--- src/rtl/scan_pkg.sv ---
package scan_pkg;

    localparam int DEF_NPORT     = 24;
    localparam int DEF_FRAME_LEN = 32;
    localparam int DEF_SIG_LEN   = 7;
    localparam int DEF_SYNC_STG  = 2;

    // Sequencer states of one scan period
    typedef enum logic [1:0] {
        ST_HUNT    = 2'd0,
        ST_BOTH    = 2'd1,
        ST_POLTAIL = 2'd2,
        ST_GAP     = 2'd3
    } scan_st_e;

endpackage

--- src/rtl/scan_sync.sv ---
module scan_sync #(
    parameter int WIDTH  = 1,
    parameter int STAGES = 2
) (
    input  logic             clk,
    input  logic             rst_n,
    input  logic [WIDTH-1:0] d,
    output logic [WIDTH-1:0] q
);

    logic [STAGES-1:0][WIDTH-1:0] stg_q;

    always_ff @(posedge clk or negedge rst_n) begin
        if (!rst_n) begin
            stg_q <= '0;
        end else begin
            stg_q[0] <= d;
            for (int i = 1; i < STAGES; i++) begin
                stg_q[i] <= stg_q[i-1];
            end
        end
    end

    assign q = stg_q[STAGES-1];

endmodule

--- src/rtl/scan_sig_detect.sv ---
module scan_sig_detect #(
    parameter int SIG_LEN = 7
) (
    input  logic clk,
    input  logic rst_n,
    input  logic link_line_in,
    input  logic col_line_in,
    input  logic link_oe,
    input  logic col_oe,
    output logic sig_hit
);

    localparam int RUN_W = $clog2(SIG_LEN + 1);

    logic             armed_q;
    logic [RUN_W-1:0] run_q;
    logic             listen;
    logic             low_cyc;

    // The collision line must be ours to watch; a link line we drive is ignored
    assign listen  = !col_oe;
    assign low_cyc = listen && !col_line_in && (link_oe || !link_line_in);
    assign sig_hit = low_cyc && armed_q && (run_q == RUN_W'(SIG_LEN - 1));

    always_ff @(posedge clk or negedge rst_n) begin
        if (!rst_n) begin
            armed_q <= 1'b0;
            run_q   <= '0;
        end else if (!listen || !low_cyc) begin
            // idle or own drive re-arms and clears the run
            armed_q <= 1'b1;
            run_q   <= '0;
        end else if (armed_q) begin
            if (sig_hit) begin
                armed_q <= 1'b0;
                run_q   <= '0;
            end else begin
                run_q <= run_q + 1'b1;
            end
        end
    end

    AST_RUN_BOUND: assert property (@(posedge clk) disable iff (!rst_n)
        run_q < RUN_W'(SIG_LEN));

    AST_DISARMED_NO_COUNT: assert property (@(posedge clk) disable iff (!rst_n)
        !armed_q |-> run_q == '0);

endmodule

--- src/rtl/scan_seq_fsm.sv ---
module scan_seq_fsm
    import scan_pkg::*;
#(
    parameter int NPORT     = 24,
    parameter int FRAME_LEN = 32
) (
    input  logic clk,
    input  logic rst_n,
    input  logic sig_hit,
    output logic link_oe,
    output logic col_oe
);

    localparam int CNT_W = $clog2(FRAME_LEN);

    scan_st_e         st_q, st_nx;
    logic [CNT_W-1:0] cnt_q, cnt_nx;

    // State register
    always_ff @(posedge clk or negedge rst_n) begin
        if (!rst_n) begin
            st_q  <= ST_HUNT;
            cnt_q <= '0;
        end else begin
            st_q  <= st_nx;
            cnt_q <= cnt_nx;
        end
    end

    // Next state
    always_comb begin
        st_nx  = st_q;
        cnt_nx = cnt_q + 1'b1;
        unique case (st_q)
            ST_HUNT: begin
                cnt_nx = '0;
            end
            ST_BOTH: begin
                if (cnt_q == CNT_W'(NPORT - 1)) st_nx = ST_POLTAIL; // T_LAST_PORT
            end
            ST_POLTAIL: begin
                st_nx = ST_GAP;                                      // T_POL_DONE
            end
            ST_GAP: begin
                if (cnt_q == CNT_W'(FRAME_LEN - 1)) begin           // T_TIMEOUT
                    st_nx  = ST_HUNT;
                    cnt_nx = '0;
                end
            end
            default: begin
                st_nx  = ST_HUNT;
                cnt_nx = '0;
            end
        endcase
        if (sig_hit) begin                                           // T_SIG / T_RESYNC
            st_nx  = ST_BOTH;
            cnt_nx = '0;
        end
    end

    // Outputs
    always_comb begin
        link_oe = 1'b0;
        col_oe  = 1'b0;
        unique case (st_q)
            ST_HUNT:    begin link_oe = 1'b0; col_oe = 1'b0; end
            ST_BOTH:    begin link_oe = 1'b1; col_oe = 1'b1; end
            ST_POLTAIL: begin link_oe = 1'b1; col_oe = 1'b0; end
            ST_GAP:     begin link_oe = 1'b0; col_oe = 1'b0; end
            default:    begin link_oe = 1'b0; col_oe = 1'b0; end
        endcase
    end

    AST_START_AFTER_SIG: assert property (@(posedge clk) disable iff (!rst_n)
        sig_hit |=> (link_oe && col_oe && cnt_q == '0));

    AST_COL_RELEASE: assert property (@(posedge clk) disable iff (!rst_n)
        (col_oe && cnt_q == CNT_W'(NPORT - 1)) |=> (!col_oe && link_oe));

    AST_LINK_RELEASE: assert property (@(posedge clk) disable iff (!rst_n)
        (link_oe && !col_oe) |=> !link_oe);

    AST_GAP_LATE: assert property (@(posedge clk) disable iff (!rst_n)
        (st_q == ST_GAP) |-> cnt_q > CNT_W'(NPORT));

endmodule

--- src/rtl/scan_shift.sv ---
module scan_shift #(
    parameter int NPORT = 24
) (
    input  logic             clk,
    input  logic             rst_n,
    input  logic             load,
    input  logic [NPORT-1:0] link_s,
    input  logic [NPORT-1:0] col_s,
    input  logic             pol_s,
    input  logic             link_oe,
    input  logic             col_oe,
    output logic             link_out,
    output logic             col_out
);

    logic [NPORT:0]   link_sh_q;   // polarity bit sits above the last port
    logic [NPORT-1:0] col_sh_q;

    always_ff @(posedge clk or negedge rst_n) begin
        if (!rst_n) begin
            link_sh_q <= '0;
            col_sh_q  <= '0;
        end else if (load) begin
            link_sh_q <= {pol_s, link_s};
            col_sh_q  <= col_s;
        end else begin
            if (link_oe) link_sh_q <= link_sh_q >> 1;
            if (col_oe)  col_sh_q  <= col_sh_q >> 1;
        end
    end

    assign link_out = link_oe & link_sh_q[0];
    assign col_out  = col_oe & col_sh_q[0];

    AST_FIRST_BIT: assert property (@(posedge clk) disable iff (!rst_n)
        load |=> (link_out == $past(link_s[0]) && col_out == $past(col_s[0])));

endmodule

--- src/rtl/scan_status_tx.sv ---
module scan_status_tx
    import scan_pkg::*;
#(
    parameter int NPORT     = DEF_NPORT,
    parameter int FRAME_LEN = DEF_FRAME_LEN,
    parameter int SIG_LEN   = DEF_SIG_LEN,
    parameter int SYNC_STG  = DEF_SYNC_STG
) (
    input  logic             clk,
    input  logic             rst_n,
    input  logic [NPORT-1:0] phy_link,
    input  logic [NPORT-1:0] phy_col,
    input  logic             link_pol_high,
    input  logic             link_line_in,
    input  logic             col_line_in,
    output logic             link_line_out,
    output logic             link_line_oe,
    output logic             col_line_out,
    output logic             col_line_oe
);

    localparam int SYNC_W = 2 * NPORT + 1;

    logic [SYNC_W-1:0] sync_q;
    logic [NPORT-1:0]  link_s, col_s;
    logic              pol_s;
    logic              sig_hit;

    scan_sync #(.WIDTH(SYNC_W), .STAGES(SYNC_STG)) u_sync (
        .clk   (clk),
        .rst_n (rst_n),
        .d     ({link_pol_high, phy_col, phy_link}),
        .q     (sync_q)
    );

    assign link_s = sync_q[NPORT-1:0];
    assign col_s  = sync_q[2*NPORT-1:NPORT];
    assign pol_s  = sync_q[SYNC_W-1];

    scan_sig_detect #(.SIG_LEN(SIG_LEN)) u_det (
        .clk          (clk),
        .rst_n        (rst_n),
        .link_line_in (link_line_in),
        .col_line_in  (col_line_in),
        .link_oe      (link_line_oe),
        .col_oe       (col_line_oe),
        .sig_hit      (sig_hit)
    );

    scan_seq_fsm #(.NPORT(NPORT), .FRAME_LEN(FRAME_LEN)) u_fsm (
        .clk     (clk),
        .rst_n   (rst_n),
        .sig_hit (sig_hit),
        .link_oe (link_line_oe),
        .col_oe  (col_line_oe)
    );

    scan_shift #(.NPORT(NPORT)) u_shift (
        .clk      (clk),
        .rst_n    (rst_n),
        .load     (sig_hit),
        .link_s   (link_s),
        .col_s    (col_s),
        .pol_s    (pol_s),
        .link_oe  (link_line_oe),
        .col_oe   (col_line_oe),
        .link_out (link_line_out),
        .col_out  (col_line_out)
    );

    AST_LINK_QUIET: assert property (@(posedge clk) disable iff (!rst_n)
        !link_line_oe |-> !link_line_out);

    AST_COL_QUIET: assert property (@(posedge clk) disable iff (!rst_n)
        !col_line_oe |-> !col_line_out);

    AST_NO_HIT_WHILE_DRIVING: assert property (@(posedge clk) disable iff (!rst_n)
        col_line_oe |-> !sig_hit);

endmodule

--- config.mk ---
export PLATFORM = sky130hd
export DESIGN_NAME = scan_status_tx
export DESIGN_NICKNAME = d
export VERILOG_FILES = /design/src/rtl/scan_pkg.sv /design/src/rtl/scan_sync.sv /design/src/rtl/scan_sig_detect.sv /design/src/rtl/scan_seq_fsm.sv /design/src/rtl/scan_shift.sv /design/src/rtl/scan_status_tx.sv
export SDC_FILE = /design/constraint.sdc
export NUM_CORES = 1
export LEC_CHECK = 0
export CORE_MARGIN = 3
export CORE_UTILIZATION = 35
export DETAILED_ROUTE_END_ITERATION = 16
export DONT_BUFFER_PORTS = 1
export GPL_ROUTABILITY_DRIVEN = 0
export SYNTH_ARGS = -nofsm -noshare
export SYNTH_HDL_FRONTEND = slang
export SYNTH_SLANG_ARGS = --single-unit
--- constraint.sdc ---
create_clock -name clk -period 3.77 [get_ports clk]
set_input_delay 0.5655 -clock clk [delete_from_list [all_inputs] [get_ports clk]]
set_output_delay 0.5655 -clock clk [all_outputs]
set_load 0.01 [all_outputs]
==> qor.txt <==
Layout area overhead -> 14.5%
Post-CTS Setup Bufs -> 0
worst rel slew slack -> 0.537
# diodes -> 0
#FFs+latches synth -> 158
critical path capture point type -> primary output
PortBufs -> 0
final instance area -> 0.00619 mm^2
cts repair resizes -> 0
total internal power -> 0.00343 W
number of routed nets with antenna violations -> 0
Cell Area, Placed -> 0.00557 mm^2
post-synth top area share -> 0.732
Yosys warnings -> 0
Mapped Area -> 0.00540 mm^2
CTS clk-pin slew, worst paths -> 60 ps
CP required -> 3200 ps
Post-Synth Adder-Cell Area -> 0.0208
Post-Syn Nets -> 439
Routed WL -> 8.10 mm
post-route insts no fill -> 574
Worst setup SP type -> flip-flop
via count -> 2711
num rows -> 44
layout cells sized above 1 -> 0.100
Clock Latency Late Sink -> 420 ps
Core ar. -> 0.0148 mm^2
Die H -> 130 um
CP arrival -> 1800 ps
asr flop ratio synth -> 1.00
Synth Area in Simple Gates -> 0.0655
crit path time final -> 2370 ps
Cell variety after synth -> 30
Sw Ratio -> 0.256
Final #Nets -> 440
Die W -> 130 um
total track usage -> 0.106
DRC -> 0
violated checks -> hold timing
Post-Synth XOR/XNOR Area -> 0.00324
Final Skew -> 10.5 ps
compound-gate portion of the synthesized area -> 0.0602
Syn Inst Count -> 377
multi-input logic area -> 0.00132 mm^2
post-synthesis mux area share -> 0.0929
clock sinks -> 158
Syn Area/Cell -> 14.3 um^2
Initial DRT Pass Iterations -> 4
RSZ-0062 raised after global routing -> no
Power Dens Cells -> 745 mW/mm^2
H-Tree Depth -> 4
count leader, synth -> dfrtp_1
CTS Buf Count -> 17
Final HPWL DP -> 4.72 mm
Slew @ Worst Pin -> 695 ps
Via density -> 4.72
Seq/Total Area, Yosys -> 0.732
Post-synth top cells -> dfrtp_1 (158), a21oi_1 (50), mux2i_1 (49)
Hold Path Class -> in2async
top cells by area, synth -> dfrtp_1 (73%), mux2i_1 (9.1%), a21oi_1 (4.6%)
Avg WL per Cell -> 14.1 um
Comb pwr share -> 0.168
Setup TNS -> 0 ps
fmax -> 0.422 GHz
run status -> finished, violations left
crit path max fanout -> 29
Final setup viols -> 0
max-slew violations -> 0
Iter 0 DRT Violations -> 122
first-pass GRT wire length -> 13.8 mm
P_leak -> 2.76 nW
max_cap viols -> 0
vias in the first global route -> 2749
sequential share of power -> 0.458
Ports -> 57
Synth area leader -> dfrtp_1
CTS tree -> done
Final Hold Viols -> 158
largest net degree at the start of global routing -> 159
Post-synth EDFFs -> 0
register area -> 0.00395 mm^2
clock share of power -> 0.375
initial antenna violation count -> 0
clk root buf -> clkbuf_16
grt total ovfl -> 0
Tcrit/Tclk final -> 0.628
Clock Path Buffers -> 2
predominant post-synthesis flop cell -> dfrtp_1
switching pwr -> 0.00118 W
Crit Path Class -> reg2out
main combinational cell family by area after synthesis -> multiplexers
Fill cells -> 1339
Starting Density -> 0.365
# placed instances -> 543
full die area -> 0.0170 mm^2
Peak VDD IR -> 368 uV
Hold WS -> -148 ps
-- metrics by stage --
step / hold slack (ps) / worst slack [ps] / power, W / utilization
floorplan: 270 / 1670 / 0.00278 / -
detailed placement: 277 / 1470 / 0.00293 / 0.376
global placement: 278 / 1600 / 0.00289 / 0.376
CTS: -179 / 1350 / 0.00468 / 0.418
finish: -148 / 1400 / 0.00461 / 0.418
global route: -178 / 1270 / 0.00487 / 0.418
-- power groups by stage --
stage / clock [W] / sequential, W / combinational (W)
6_report: 0.00173 / 0.00211 / 0.000773
5_1_grt: 0.00185 / 0.00215 / 0.000871
4_1_cts: 0.00178 / 0.00211 / 0.000791
3_5_place_dp: 0 / 0.00214 / 0.000788
3_3_place_gp: 0 / 0.00213 / 0.000757
2_1_floorplan: 0 / 0.00209 / 0.000681
-- final timing paths --
path	slack (ps)	cells after the start	to	from
worst max register to register	1470	6	u_shift.col_sh_q[20]	u_fsm.st_q[0]
worst min-delay path	-150	0	u_sync.q[4]	rst_n
min in group clk	170	0	u_sync.stg_q[30]	phy_col[6]
worst max-delay path	1400	4	link_line_out	u_fsm.st_q[0]
max in group asynchronous	3660	0	u_sync.stg_q[39]	rst_n
worst min register to register	350	0	u_sync.q[41]	u_sync.stg_q[41]
-- cell type report --
type                       instances  share of cell area
multi-input combinational        189               0.213
timing repair buffer               5             0.00607
tap                              184              0.0372
clock buffer                      22              0.0783
sequential                       158               0.639
inverter                           7             0.00425
clock inverter                     9              0.0216
-- logic make-up after synthesis --
kind of cell               Yosys count
AOI/OAI and AO/OA                   59
adders and majority gates            9
buffers and inverters               30
xor gates and xnor gates             2
DFF                                158
and+or+nand+nor                     69
muxes                               50
-- routing by layer --
layer  global-route usage  vias to the layer above  wire length, um
met1                0.138                     1334             3770
li1                     -                     1308                -
met5                    0                        -                0
met2                0.153                       54             3810
met4               0.0672                        0              194
met3               0.0336                       15              329
-- state kept, by name, indices dropped and copies added, names as in the netlist --
name	cells
u_sync.q	49
u_shift.col_sh_q	24
u_det.run_q	3
u_shift.link_sh_q	25
u_fsm.cnt_q	5
u_fsm.st_q	2
u_sync.stg_q	49
u_det.armed_q	1
-- cell usage in the layout (no fill, tap or decap), types with 2 or more instances in the layout --
cell type,count
o2111ai_1,2
nand2_1,3
nor3_1,47
inv_1,7
clkbuf_8,4
nor2_1,5
dfrtp_1,158
nor2b_1,2
nand3_1,2
ha_1,8
bufinv_16,3
clkinvlp_4,4
o211a_1,2
buf_4,5
and3_1,2
clkbuf_16,17
nand2b_1,3
a21oi_1,50
mux2i_1,49
-- worst max-delay path, cell delays in order (launching register included) --
cell	delay, ps
dfrtp_1	430
inv_1	90
ha_1	320
buf_4	280
nor2b_1	270
(Power assumes the default switching activity.)
